File: src/rtl/sic_pkg.sv
package sic_pkg;
    localparam int DATA_W = 32;
    localparam int ADDR_W = 12;
    localparam int IDX_W  = ADDR_W - 2;

    typedef enum logic [IDX_W-1:0] {
        W_STATUS   = 10'd0,
        W_RAW      = 10'd1,
        W_ENABLE   = 10'd2,
        W_ENCLR    = 10'd3,
        W_SOFTSET  = 10'd4,
        W_SOFTCLR  = 10'd5,
        W_ROUTE    = 10'd8,
        W_ROUTECLR = 10'd9
    } widx_e;
endpackage

File: src/rtl/sic_level.sv
module sic_level
    import sic_pkg::*;
(
    input  logic              clk,
    input  logic              rst_n,
    input  logic [DATA_W-1:0] src_i,
    input  logic              soft_q,
    output logic [DATA_W-1:0] raw_o
);
    logic [DATA_W-1:0] level_q;

    always_ff @(posedge clk or negedge rst_n) begin
        if (!rst_n) level_q <= '0;
        else        level_q <= src_i;
    end

    assign raw_o = {level_q[DATA_W-1:1], level_q[0] | soft_q};

    // each upper raw bit is last cycle's source level
    a_r1_sample: assert property (@(posedge clk) disable iff (!rst_n)
        1'b1 |=> raw_o[DATA_W-1:1] == $past(src_i[DATA_W-1:1]));
endmodule

File: src/rtl/sic_regs.sv
module sic_regs
    import sic_pkg::*;
#(
    parameter logic [DATA_W-1:0] PT_WIN = 32'h7FE0_0000
) (
    input  logic              clk,
    input  logic              rst_n,
    input  logic              bus_sel,
    input  logic              bus_wr,
    input  logic [ADDR_W-1:0] bus_addr,
    input  logic [DATA_W-1:0] bus_wdata,
    output logic [DATA_W-1:0] mask_q,
    output logic [DATA_W-1:0] pten_q,
    output logic              soft_q
);
    widx_e             widx;
    logic              wr_en;
    logic              wnz;
    logic [DATA_W-1:0] mask_d;
    logic [DATA_W-1:0] pten_d;
    logic              soft_d;

    assign widx  = widx_e'(bus_addr[ADDR_W-1:2]);
    assign wr_en = bus_sel & bus_wr;
    assign wnz   = |bus_wdata;

    always_comb begin
        mask_d = mask_q;
        pten_d = pten_q;
        soft_d = soft_q;
        if (wr_en) begin
            unique case (widx)
                W_ENABLE:   mask_d = mask_q | bus_wdata;
                W_ENCLR:    mask_d = mask_q & ~bus_wdata;
                W_SOFTSET:  if (wnz) soft_d = 1'b1;
                W_SOFTCLR:  if (wnz) soft_d = 1'b0;
                W_ROUTE:    pten_d = pten_q | (bus_wdata & PT_WIN);
                W_ROUTECLR: pten_d = pten_q & ~bus_wdata;
                default:    ;
            endcase
        end
    end

    always_ff @(posedge clk or negedge rst_n) begin
        if (!rst_n) begin
            mask_q <= '0;
            pten_q <= '0;
            soft_q <= 1'b0;
        end else begin
            mask_q <= mask_d;
            pten_q <= pten_d;
            soft_q <= soft_d;
        end
    end

    a_r4_set_or: assert property (@(posedge clk) disable iff (!rst_n)
        (wr_en && widx == W_ENABLE) |=> ((mask_q & $past(bus_wdata)) == $past(bus_wdata)));
    a_r5_clear: assert property (@(posedge clk) disable iff (!rst_n)
        (wr_en && widx == W_ENCLR) |=> ((mask_q & $past(bus_wdata)) == '0));
    a_r6_zero_keeps: assert property (@(posedge clk) disable iff (!rst_n)
        (wr_en && !wnz && (widx == W_SOFTSET || widx == W_SOFTCLR)) |=> $stable(soft_q));
    a_r7_window: assert property (@(posedge clk) disable iff (!rst_n)
        (pten_q & ~PT_WIN) == '0);
    a_r9_undef_write: assert property (@(posedge clk) disable iff (!rst_n)
        (wr_en && !(widx inside {W_ENABLE, W_ENCLR, W_SOFTSET, W_SOFTCLR, W_ROUTE, W_ROUTECLR}))
        |=> ($stable(mask_q) && $stable(pten_q) && $stable(soft_q)));
endmodule

File: src/rtl/sic_route.sv
module sic_route
    import sic_pkg::*;
#(
    parameter int PT_LO = 21,
    parameter int PT_HI = 30
) (
    input  logic              clk,
    input  logic              rst_n,
    input  logic [DATA_W-1:0] raw_i,
    input  logic [DATA_W-1:0] mask_i,
    input  logic [DATA_W-1:0] pten_i,
    input  logic              soft_i,
    input  logic [ADDR_W-1:0] bus_addr,
    output logic [DATA_W-1:0] bus_rdata,
    output logic              irq_o,
    output logic [DATA_W-1:0] pt_o
);
    logic [DATA_W-1:0] status;
    widx_e             ridx;

    assign status = raw_i & mask_i;
    assign irq_o  = |status;
    assign ridx   = widx_e'(bus_addr[ADDR_W-1:2]);

    for (genvar i = 0; i < DATA_W; i++) begin : g_pt
        if (i >= PT_LO && i <= PT_HI) begin : g_on
            assign pt_o[i] = raw_i[i] & pten_i[i];
        end else begin : g_off
            assign pt_o[i] = 1'b0;
        end
    end

    always_comb begin
        unique case (ridx)
            W_STATUS:  bus_rdata = status;
            W_RAW:     bus_rdata = raw_i;
            W_ENABLE:  bus_rdata = mask_i;
            W_SOFTSET: bus_rdata = {{(DATA_W-1){1'b0}}, raw_i[0]};
            W_ROUTE:   bus_rdata = pten_i;
            default:   bus_rdata = '0;
        endcase
    end

    // a set software flag always shows in raw bit 0
    a_r1_soft_merge: assert property (@(posedge clk) disable iff (!rst_n)
        soft_i |-> raw_i[0]);
    // a routed line never fires without its routing enable
    a_r8_gated: assert property (@(posedge clk) disable iff (!rst_n)
        (pt_o & ~pten_i) == '0);
endmodule

File: src/rtl/sic_top.sv
module sic_top
    import sic_pkg::*;
#(
    parameter int PT_LO = 21,
    parameter int PT_HI = 30
) (
    input  logic        clk,
    input  logic        rst_n,
    input  logic [31:0] src_i,
    input  logic        bus_sel,
    input  logic        bus_wr,
    input  logic [11:0] bus_addr,
    input  logic [31:0] bus_wdata,
    output logic [31:0] bus_rdata,
    output logic        irq_o,
    output logic [31:0] pt_o
);
    localparam logic [DATA_W:0] HI_ONES = (33'd1 << (PT_HI + 1)) - 33'd1;
    localparam logic [DATA_W:0] LO_ONES = (33'd1 << PT_LO) - 33'd1;
    localparam logic [DATA_W-1:0] PT_WIN = DATA_W'(HI_ONES & ~LO_ONES);

    logic [DATA_W-1:0] mask_q;
    logic [DATA_W-1:0] pten_q;
    logic              soft_q;
    logic [DATA_W-1:0] raw;

    sic_regs #(.PT_WIN(PT_WIN)) u_regs (
        .clk(clk), .rst_n(rst_n), .bus_sel(bus_sel), .bus_wr(bus_wr),
        .bus_addr(bus_addr), .bus_wdata(bus_wdata),
        .mask_q(mask_q), .pten_q(pten_q), .soft_q(soft_q)
    );

    sic_level u_level (
        .clk(clk), .rst_n(rst_n), .src_i(src_i), .soft_q(soft_q), .raw_o(raw)
    );

    sic_route #(.PT_LO(PT_LO), .PT_HI(PT_HI)) u_route (
        .clk(clk), .rst_n(rst_n), .raw_i(raw), .mask_i(mask_q), .pten_i(pten_q),
        .soft_i(soft_q), .bus_addr(bus_addr), .bus_rdata(bus_rdata),
        .irq_o(irq_o), .pt_o(pt_o)
    );

    // no request while the mask is empty
    a_r2_empty_mask: assert property (@(posedge clk) disable iff (!rst_n)
        (mask_q == '0) |-> !irq_o);
    // registers come out of reset cleared
    a_r10_reset: assert property (@(posedge clk) disable iff (!rst_n)
        $rose(rst_n) |-> (mask_q == '0 && pten_q == '0 && !soft_q));
endmodule

File: config.mk
export PLATFORM = sky130hd
export DESIGN_NAME = sic_top
export DESIGN_NICKNAME = d
export VERILOG_FILES = /design/src/rtl/sic_pkg.sv /design/src/rtl/sic_level.sv /design/src/rtl/sic_regs.sv /design/src/rtl/sic_route.sv /design/src/rtl/sic_top.sv
export SDC_FILE = /design/constraint.sdc
export NUM_CORES = 1
export LEC_CHECK = 0
export ABC_AREA = 0
export BUFFER_PORTS_ARGS = -buffer_cell sky130_fd_sc_hd__clkbuf_2
export CORE_MARGIN = 8
export CORE_UTILIZATION = 35
export CTS_CLUSTER_SIZE = 25
export DETAILED_ROUTE_END_ITERATION = 8
export GPL_ROUTABILITY_DRIVEN = 0
export GPL_TIMING_DRIVEN = 0
export PLACE_DENSITY = 0.69
export SLEW_MARGIN = 10
export SYNTH_ARGS = -nofsm -noshare
export SYNTH_HDL_FRONTEND = slang
export SYNTH_SLANG_ARGS = --single-unit
File: constraint.sdc
create_clock -name clk -period 2.5 [get_ports clk]
set_input_delay 0.5 -clock clk [delete_from_list [all_inputs] [get_ports clk]]
set_output_delay 0.5 -clock clk [all_outputs]
set_load 0.01 [all_outputs]
Word level (Yosys, flattened, before mapping). Index checks and enable logic that the tools add are counted.

Memories kept: 0. RAM bits: 0. Bits in registers: 97. Bits in read-only memories: 0. Latch bits: 0.

Div/mod/pow operators: 0. Multiply operators: 0. Shift-type cells: 0. Equality and inequality tests: 9. Order comparisons: 0. Bitwise logic cells: 18. Reduce and logical (&&, ||, !) cells: 9. Add/subtract/negate cells: 0. Multiplexer cells: 6.

Operator list (number): 32-bit one-hot mux with 5 select lines (1); 32-bit one-hot mux with 2 select lines (2); 32-bit AND (3); 32-bit OR reduction (2); 32-bit inverter (1); 32-bit by 31-bit OR with 32-bit output (1); 32-bit OR (1); 10-bit by 2-bit == test with 1-bit output (second input constant) (2); 10-bit by 3-bit == test with 1-bit output (second input constant) (2); 10-bit by 4-bit == test with 1-bit output (second input constant) (2); 1-bit AND (11); 10-bit by 1-bit == test with 1-bit output (second input constant) (1); 10-bit logical NOT (1); 2-bit nonzero test (3); 2-bit by 1-bit != test with 1-bit output (second input constant) (2); 2-bit AND reduction (2); 4-bit AND reduction (1); 1-bit two-way mux (2); 1-bit one-hot mux with 2 select lines (1); 1-bit OR (1).

Longest topological paths before layout. Gate-level depths: netlist (run 1).

Word-level depth: 3. Gate-level depth with buffers: 7. Gate-level depth less buffers: 4.

By module. A second synthesis (run 1) with hierarchy kept.

Cell total of the unflattened synthesis: 420. Area, all modules: 4765.8 µm².

By module, submodules not included: sic_regs (cells each 212, times used 1, area each 2526.2 µm²); sic_route (cells each 144, times used 1, area each 1199.9 µm²); sic_level (cells each 64, times used 1, area each 1039.7 µm²).

Worst setup path before layout (run 1). OpenSTA, ideal clock, no wires.

Path type: input port to output port. Start point: input port bus_addr[2]. End point: output port bus_rdata[10]. Data arrival time: 2.050 ns. Stages on the path: 6. Required time: 2.000 ns. Slack: -0.050 ns. Path through: buf_2 -> nor4_1 -> buf_2 -> clkbuf_1 -> a22oi_1 -> o21ai_0.

Word-level cells in the longest chain between the ends: 2. Elaborated cells between the ends (all ways): 6. Classes of those cells: 4 x eq/ne; 1 x mux; 1 x reduce/logical.

RTL lines: start: declaration (RTL line sic_top.sv:12) `input logic [11:0] bus_addr,`; 10-bit by 4-bit == test with 1-bit output (tied with other cells) (RTL line sic_route.sv:34) `unique case (ridx)`; 32-bit one-hot mux with 5 select lines (*) (RTL line sic_route.sv:34); end: declaration (RTL line sic_top.sv:14) `output logic [31:0] bus_rdata,`.

Mark *: on every way between the ends. The rest lies on a longest branch, timed or not.

Worst setup path in the final report (run 1).
Start point: input port bus_addr[11]. End point: output port bus_rdata[3].

The elaborated chain is that of the path after synthesis.

==> results of run 1 <==
per-stage QoR:
stage | hold slack, ps | std cells
finish | 192 | 870
CTS | 226 | 862
global placement | 519 | 843
global route | 226 | 870
detailed placement | 524 | 843
floorplan | 204 | 542
synth_stat cells, drive strengths merged, types with 2 or more instances:
cell type | number | area [um^2]
nand2 | 75 | 282
nor2 | 3 | 11.3
buf | 38 | 269
nor2b | 2 | 12.5
and3 | 2 | 12.5
a221o | 8 | 80.1
nor4b | 2 | 32.5
or4 | 2 | 18.8
or2 | 2 | 12.5
a21oi | 28 | 140
nand4 | 7 | 43.8
dfrtp | 97 | 2430
a21boi | 22 | 165
inv | 32 | 120
a22oi | 26 | 195
clkbuf | 19 | 71.3
nor4 | 12 | 105
nand3 | 33 | 255
nor3b | 8 | 60.1
o21ai | 48 | 240
and2 | 12 | 75.1
mux2i | 32 | 320
worst max-delay path, delay by kind of cell:
family,cells,cell delay [ps]
AO/OA/AOI/OAI,1,90
buffers and inverters,4,680
AND/OR/NAND/NOR,3,830
final cells by class:
| class | instances | area (um^2) |
|---|---|---|
| plain buffers | 54 | 400 |
| clock buffers | 10 | 239 |
| clock inverters | 6 | 71.3 |
| fillers | 1426 | 7580 |
| inverters | 32 | 120 |
| multi-input cells | 357 | 2470 |
| flip-flops and latches | 97 | 2430 |
| well taps | 184 | 230 |
| repair buffers | 130 | 772 |
cells by family after synthesis:
kind of cell           Yosys count
AOI/OAI and AO/OA              137
buffers and inverters           89
DFF                             97
muxes                           32
other                            1
and+or+nand+nor                165
final timing paths:
kind	to
max	bus_rdata[3]
max in group asynchronous	async pin
min	u_level.level_q[15]$_DFF_PN0_
max reg2reg	register
min in group clk	u_level.level_q[31]$_DFF_PN0_
min reg2reg	u_regs.pten_q[4]$_DFFE_PN0P_
layout by cell type, fill, tap and decap left out, drive strengths merged, types with 2 or more instances in the layout:
cell      instances
or2               2
nor2              3
nor3b             8
buf              79
a21boi           22
clkinvlp          2
nand2            75
nor2b             2
and2             12
nor4b             2
o21ai            48
or4               2
conb             22
nand3            33
and3              2
or3               2
nor4             12
dfrtp            97
a22oi            26
nand4             7
a221o             8
inv              35
clkbuf          115
mux2i            32
a21oi            28
timing repair:
action / CTS / global route
hold buffers: 0 / 0
pin swaps: 5 / 17
endpoints found under the setup margin: 32 / 33
resized for setup: 61 / 91
buffers inserted: 4 / 6
cloned: 2 / 2
metal layers:
layer	vias to the layer above	wire length, um	part of all wire [%]	GRT usage (%)
met1	2288	6860	40	22.3
met4	2	309	1.8	4.45
li1	2125	-	-	-
met5	-	12	0.070	0
met2	195	8250	48	29.5
met3	23	1630	9.5	7.46
power by group through the flow:
stage          clock network (W)  logic (W)  registers [W]
3_5_place_dp                   0   0.000285        0.00166
2_1_floorplan                  0   0.000132        0.00165
6_report                 0.00147   0.000314        0.00163
5_1_grt                  0.00155   0.000344        0.00163
4_1_cts                  0.00150   0.000297        0.00163
3_3_place_gp                   0   0.000280        0.00165
==> results_dict.tcl, run 1 <==
set metrics [dict create \
    initial_utilization_pct 35.2 \
    ant_nets 0 \
    vias_in_the_first_global_route 4574 \
    crit_required_ps 2000 \
    grt_overflow 0 \
    globalRouteTotalUtil_pct 18.3 \
    antenna_found_initial 1 \
    synth_top_family_by_area "simple AND/OR/NAND/NOR gates" \
    seqPwrFrac_pct 47.7 \
    cell_internal_pwr_w 0.00254 \
    timing_worst_slew_pin_value_ps 796 \
    synth_enable_flop_cells 0 \
    synth_compound_gate_area_share_pct 17.1 \
    post-place-ws_ps -580 \
    num_rows 44 \
    die-width_um 136 \
    post_synth_xor_area_fraction_pct 0 \
    period_needed_ps 2600 \
    post_synth_mux_area_share_pct 6.36 \
    max_freq_mhz 384 \
    worst_path_setup_slack_after_routing_ps -104 \
    run_status "finished with violations" \
    slowest_stage "sky130_fd_sc_hd__or4b_4" \
    critical_path.startpoint "bus_addr[11]" \
    report.final.setup_viol 32 \
    ff2ff_setup_slack_ps 1720 \
    routedWlPerCell_um 19.6 \
    synth.ff_latch_count 97 \
    fin_util_pct 47.0 \
    worst_clock_skew_ps 0 \
    cts_tree "done" \
    max_stage_delay_ps 540 \
    dr.first_iter.drc_count 314 \
    worst_r2r_path_depth 2 \
    post_synthesis_cell_area_um2 5030 \
    max_cap_viol_count 0 \
    ioPinCount 145 \
    hold_class "primary input to async pin" \
    power_switching_share_pct 25.7 \
    number_of_warning_messages_in_the_yosys_log 0 \
    arithmetic_cell_share_of_the_synthesized_area_counting_full_adders_half_adders_and_majority_gates_pct 0 \
    cts.root.buffer_cell "sky130_fd_sc_hd__clkbuf_16" \
    ir_drop_mv 0.321 \
    fin_total_pwr_w 0.00341 \
    insertion_delay_ps 360 \
    synthSimpleGateAreaFrac_pct 19.1 \
    place_area_um2 5940 \
    ys_dominant_reg_cell "sky130_fd_sc_hd__dfrtp_1" \
    dp_hpwl_mm 12.2 \
    timing.max_slew.rel_slack_pct 46.9 \
    route.detailed.drc 0 \
    synth_seq_area_share_pct 48.2 \
    syn_inst 521 \
    clock_power_share_pct 43.2 \
    grt_start_max_net_pins 98 \
    asr_flop_ratio_synth_pct 100 \
    power.density_cell_area_nw_per_um2 507 \
    clk_pin_slew_worst_paths_ps 60 \
    relative_contribution_of_combinational_cells_to_total_power_pct 9.2 \
    number_of_hold_violations_in_the_final_report 0 \
    detailedRoute.firstPassIterationCount 5 \
    die_area_um2 18500 \
    avgViaCountPerCell 5.33 \
    endpoint_kind "output pin" \
    setup-tns-final_ps -1780 \
    crit_path_max_fanout 7 \
    finalMaxSlewViolations 0 \
    cts_num_sinks 97 \
    post_route_cells_drive_above_1_share_pct 37.9 \
    postSynthAreaPerCell_um2 9.66 \
    cts_made_buffers 9 \
    design.core.area_um2 14300 \
    port-buffer-count 117 \
    totalWireLength_mm 17.1 \
    criticalPathCategory "primary input to output pin" \
    arrival_ps 2100 \
    synthDistinctLibCells 40 \
    netSwitchingPower_w 0.000877 \
    crit_chain "buf_8 > or4b_4 > nor4_4 > buf_6 > clkbuf_16 > nand2_1 > o21ai_1 > buf_2" \
    grt_first_pass_wirelength_mm 25.7 \
    setup_repair_after_global_routing_missed_its_margin "true" \
    finalInstanceArea_um2 6730 \
    period_share_pct 104 \
    area_delta_synth_final_pct 33.7 \
    htree_num_levels 3 \
    p_leak_nw 3.34 \
    detailed_route_via_count 4633 \
    antenna_cells 0 \
    setup.worst_path.start_class "primary input" \
    cts_max_path_buffers 2 \
    nets 761 \
    failed_checks "negative setup slack" \
    chipHeight_um 136 \
]
No activity file was read; power rests on OpenSTA's default activity.
==> inputs of run 2 (changes only) <==
- CORE_UTILIZATION: 35 -> 30
- PLACE_DENSITY: 0.69 -> 0.62
==> results_dict.tcl, run 2 (synthesized netlist as in run 1, its figures left out) <==
set metrics [dict create \
    run_status "finished with violations" \
    failed_checks "negative setup slack" \
    setup.worst_path.start_class "primary input" \
    antenna_found_initial 0 \
    port-buffer-count 117 \
    cell_internal_pwr_w 0.00253 \
    worst_r2r_path_depth 2 \
    crit_chain "clkbuf_2 > or4_4 > or3_4 > nor3b_2 > a221o_1 > buf_2" \
    timing.max_slew.rel_slack_pct 47.2 \
    globalRouteTotalUtil_pct 16.3 \
    place_area_um2 5990 \
    timing_worst_slew_pin_value_ps 791 \
    post_cts_hold_buffers 0 \
    die-width_um 146 \
    design.core.area_um2 16500 \
    cts_tree "done" \
    slowest_stage "sky130_fd_sc_hd__or4_4" \
    nets 760 \
    cts_made_buffers 9 \
    insertion_delay_ps 350 \
    max_freq_mhz 387 \
    endpoint_kind "output pin" \
    relative_contribution_of_combinational_cells_to_total_power_pct 9.4 \
    worst_clock_skew_ps 0 \
    vias_in_the_first_global_route 4544 \
    area_delta_synth_final_pct 34.2 \
    finalMaxSlewViolations 0 \
    route.detailed.drc 0 \
    number_of_hold_violations_in_the_final_report 0 \
    power.density_cell_area_nw_per_um2 500 \
    grt_first_pass_wirelength_mm 26.6 \
    routedWlPerCell_um 19.2 \
    fin_total_pwr_w 0.00338 \
    post-place-ws_ps -655 \
    criticalPathCategory "primary input to output pin" \
    clock_power_share_pct 42.6 \
    arrival_ps 2080 \
    clk_pin_slew_worst_paths_ps 70 \
    crit_path_max_fanout 7 \
    finalInstanceArea_um2 6760 \
    max_cap_viol_count 0 \
    max_stage_delay_ps 610 \
    grt_start_max_net_pins 98 \
    placed_cells 879 \
    ant_nets 0 \
    hold_class "primary input to async pin" \
    worst_setup_path_endpoint "bus_rdata[7]" \
    power_switching_share_pct 25.1 \
    htree_num_levels 3 \
    initial_utilization_pct 30.5 \
    chipHeight_um 146 \
    cts.root.buffer_cell "sky130_fd_sc_hd__clkbuf_16" \
    ioPinCount 145 \
    dp_hpwl_mm 12.5 \
    setup-tns-final_ps -919 \
    die_area_um2 21200 \
    detailedRoute.firstPassIterationCount 4 \
    netSwitchingPower_w 0.000849 \
    fill_cells 1633 \
    seqPwrFrac_pct 48.1 \
    final_common_cell "sky130_fd_sc_hd__dfrtp_1" \
    period_share_pct 103 \
    dr.first_iter.drc_count 369 \
    cts_max_path_buffers 2 \
    p_leak_nw 3.33 \
    cts_num_sinks 97 \
    worst_path_setup_slack_after_routing_ps -82.7 \
    setup_repair_after_global_routing_missed_its_margin "true" \
    totalWireLength_mm 17.4 \
    antenna_cells 0 \
    ff2ff_setup_slack_ps 1730 \
    ir_drop_mv 0.352 \
    report.final.setup_viol 28 \
    critical_path.startpoint "bus_addr[6]" \
    final_standard_cell_count_with_taps_included_and_fillers_excluded 905 \
    detailed_route_via_count 4534 \
    grt_overflow 0 \
    crit_required_ps 2000 \
    mostFrequentLayoutCells "97 x sky130_fd_sc_hd__dfrtp_1, 86 x sky130_fd_sc_hd__clkbuf_2, 61 x sky130_fd_sc_hd__nand2_1" \
    num_rows 47 \
    avgViaCountPerCell 5.01 \
    post_route_cells_drive_above_1_share_pct 37.5 \
    period_needed_ps 2580 \
]
-- run 2: repair_timing --
action | CTS | global route
pin swaps | 4 | 14
cloned | 2 | 1
setup buffers | 4 | 6
setup endpoints to repair | 32 | 32
resized for setup | 63 | 99
-- run 2: routing by layer --
layer	up-vias	global-route usage, %	part of all wire (%)
met5	-	0	0
li1	2123	-	-
met1	2200	21.0	44
met3	10	6.19	9.5
met2	201	25.2	46
met4	0	3.70	0.74
-- run 2: worst min-delay path by stage --
stage / to / slack, ps / depth (start not counted)
4_1_cts: u_level.level_q[31]$_DFF_PN0_ / 230 / 1
3_3_place_gp: u_regs.soft_q$_DFFE_PN0P_ / 520 / 2
2_1_floorplan: async pin / 200 / 0
5_1_grt: u_level.level_q[31]$_DFF_PN0_ / 230 / 1
6_report: u_level.level_q[19]$_DFF_PN0_ / 220 / 1
3_5_place_dp: u_regs.pten_q[19]$_DFFE_PN0P_ / 520 / 1
-- run 2: cell type report --
cell class,instances,area [um^2],share of cell area (%)
flip-flops and latches,97,2430,35.9
plain buffers,54,408,6.04
clock inverters,6,65.1,0.963
repair buffers,129,753,11.1
multi-input cells,357,2470,36.5
inverters,32,120,1.78
well taps,220,275,4.07
clock buffers,10,239,3.54
-- run 2: power groups by stage --
| stage | combinational [W] | clock [W] | sequential, W |
|---|---|---|---|
| floorplan | 0.000132 | 0 | 0.00165 |
| global placement | 0.000282 | 0 | 0.00165 |
| detailed placement | 0.000286 | 0 | 0.00165 |
| CTS | 0.000299 | 0.00147 | 0.00162 |
| global route | 0.000348 | 0.00154 | 0.00163 |
| finish | 0.000316 | 0.00144 | 0.00163 |
-- run 2: through the flow --
| stage | util, % | hold WS, ps |
|---|---|---|
| 6_report | 40.9 | 219 |
| 5_1_grt | 40.9 | 225 |
| 4_1_cts | 39.3 | 235 |
| 3_5_place_dp | 36.2 | 524 |
| 3_3_place_gp | 36.2 | 520 |
| 2_1_floorplan | - | 204 |
-- run 2: critical path: cells and delay by family --
family                 cells  cell delay [ps]
AOI/OAI and AO/OA          1              160
buffers and inverters      2              220
and+or+nand+nor            3             1200
==> inputs of run 3 (changes only) <==
- CTS_CLUSTER_DIAMETER: unset -> 30
- PLACE_DENSITY: 0.62 -> 0.6
- clock period: 2.5 -> 3.1 ns (I/O delays scaled with it)
==> results_dict.tcl, run 3 (synthesized netlist as in run 1, its figures left out) <==
set metrics [dict create \
    initial_utilization_pct 30.5 \
    period_share_pct 97.7 \
    finalMaxSlewViolations 0 \
    routedWlPerCell_um 19.0 \
    nets 750 \
    insertion_delay_ps 350 \
    finalInstanceArea_um2 6380 \
    final.hold.worst_slack_ps 308 \
    cts_made_buffers 9 \
    fill_cells 1712 \
    max_cap_viol_count 0 \
    run_status "finished clean" \
    timing.max_slew.rel_slack_pct 46.7 \
    num_rows 47 \
    grt_start_max_net_pins 98 \
    setup_repair_after_global_routing_missed_its_margin "false" \
    ioPinCount 145 \
    design.core.area_um2 16500 \
    htree_num_levels 3 \
    antenna_found_initial 0 \
    ir_drop_mv 0.260 \
    avgViaCountPerCell 4.99 \
    hold_class "primary input to async pin" \
    grt_overflow 0 \
    cts_num_sinks 97 \
    detailedRoute.firstPassIterationCount 5 \
    setup.worst_path.start_class "primary input" \
    die_area_um2 21200 \
    chipHeight_um 146 \
    timing_worst_slew_pin_value_ps 800 \
    post_route_cells_drive_above_1_share_pct 30.5 \
    report.final.setup_viol 0 \
    ff2ff_setup_slack_ps 2330 \
    cts.root.buffer_cell "sky130_fd_sc_hd__clkbuf_16" \
    port-buffer-count 117 \
    period_needed_ps 3030 \
    detailed_route_via_count 4464 \
    endpoint_kind "output pin" \
    vias_in_the_first_global_route 4506 \
    p_leak_nw 3.18 \
    mostFrequentLayoutCells "118 x sky130_fd_sc_hd__clkbuf_2, 97 x sky130_fd_sc_hd__dfrtp_1, 75 x sky130_fd_sc_hd__nand2_1" \
    criticalPathCategory "primary input to output pin" \
    die-width_um 146 \
    arrival_ps 2410 \
    area_delta_synth_final_pct 26.7 \
    power.density_cell_area_nw_per_um2 431 \
    final_common_cell "sky130_fd_sc_hd__clkbuf_2" \
    antenna_cells 0 \
    grt_first_pass_wirelength_mm 26.0 \
    cts_tree "done" \
    globalRouteTotalUtil_pct 15.9 \
    crit_required_ps 2480 \
    max_freq_mhz 330 \
    totalWireLength_mm 17.0 \
    dr.first_iter.drc_count 302 \
    route.detailed.drc 0 \
    ant_nets 0 \
    crit_path_max_fanout 10 \
    dp_hpwl_mm 12.6 \
    place_area_um2 5980 \
    number_of_hold_violations_in_the_final_report 0 \
    worst_r2r_path_depth 2 \
    worst_clock_skew_ps 0 \
    clk_pin_slew_worst_paths_ps 70 \
    cts_max_path_buffers 2 \
]
==> run 3: layout make-up <==
class	count	area (um^2)	share of cell area, %
clock buffer	13	280	4.39
tap	220	275	4.31
buffer	55	359	5.63
sequential	97	2430	38.0
clock inverter	3	46.3	0.726
inverter	32	120	1.88
timing repair buffer	119	609	9.55
multi-input combinational	356	2260	35.5
==> run 3: power breakdown <==
part / switching [W] / leakage (nW) / internal, W
Sequential: 0.0000194 / 1.12 / 0.00129
Clock: 0.000488 / 0.158 / 0.000715
Combinational: 0.000149 / 1.91 / 0.0000873
==> run 3: stage by stage <==
step / util (%) / power (W) / setup slack, ps / instances / TNS [ps]
6_report: 38.6 / 0.00275 / 72.5 / 895 / 0
5_1_grt: 38.6 / 0.00285 / 18.9 / 895 / 0
4_1_cts: 38.3 / 0.00278 / 13.5 / 894 / 0
3_5_place_dp: 36.2 / 0.00156 / -460 / 879 / -6020
3_3_place_gp: 36.2 / 0.00156 / -558 / 879 / -8970
2_1_floorplan: - / 0.00143 / 310 / 542 / 0
==> run 3: path summary, 6_finish.rpt <==
path                                         startpoint                       endpoint
min in group clk                               src_i[5]   u_level.level_q[5]$_DFF_PN0_
max in group asynchronous                         rst_n  u_level.level_q[18]$_DFF_PN0_
min reg2reg                u_regs.pten_q[5]$_DFFE_PN0P_   u_regs.pten_q[5]$_DFFE_PN0P_
max                                         bus_addr[9]                  bus_rdata[23]
max reg2reg                                    register                       register
min                                               rst_n  u_level.level_q[30]$_DFF_PN0_
==> run 3: worst max-delay path: stages <==
cell                       delay (ps)
sky130_fd_sc_hd__clkbuf_2          80
sky130_fd_sc_hd__or4_4            530
sky130_fd_sc_hd__buf_6            160
sky130_fd_sc_hd__or2_2            330
sky130_fd_sc_hd__clkbuf_2         260
sky130_fd_sc_hd__o21ai_0          250
sky130_fd_sc_hd__clkbuf_2         170
==> run 3: timing repair <==
item                                    in CTS  in global routing
resized for setup                           15                 18
hold buffers                                 0                  0
gates cloned                                 0                  0
endpoints found under the setup margin      32                 32
pin swaps                                    0                  1
buffers inserted                             0                  2
==> run 3: layer usage <==
metal / up-vias / routed length, um / global-route usage [%]
li1: 2079 / - / -
met1: 2156 / 7570 / 21.0
met2: 214 / 7780 / 24.7
met3: 15 / 1520 / 5.22
met4: 0 / 149 / 3.70
met5: - / 0 / 0
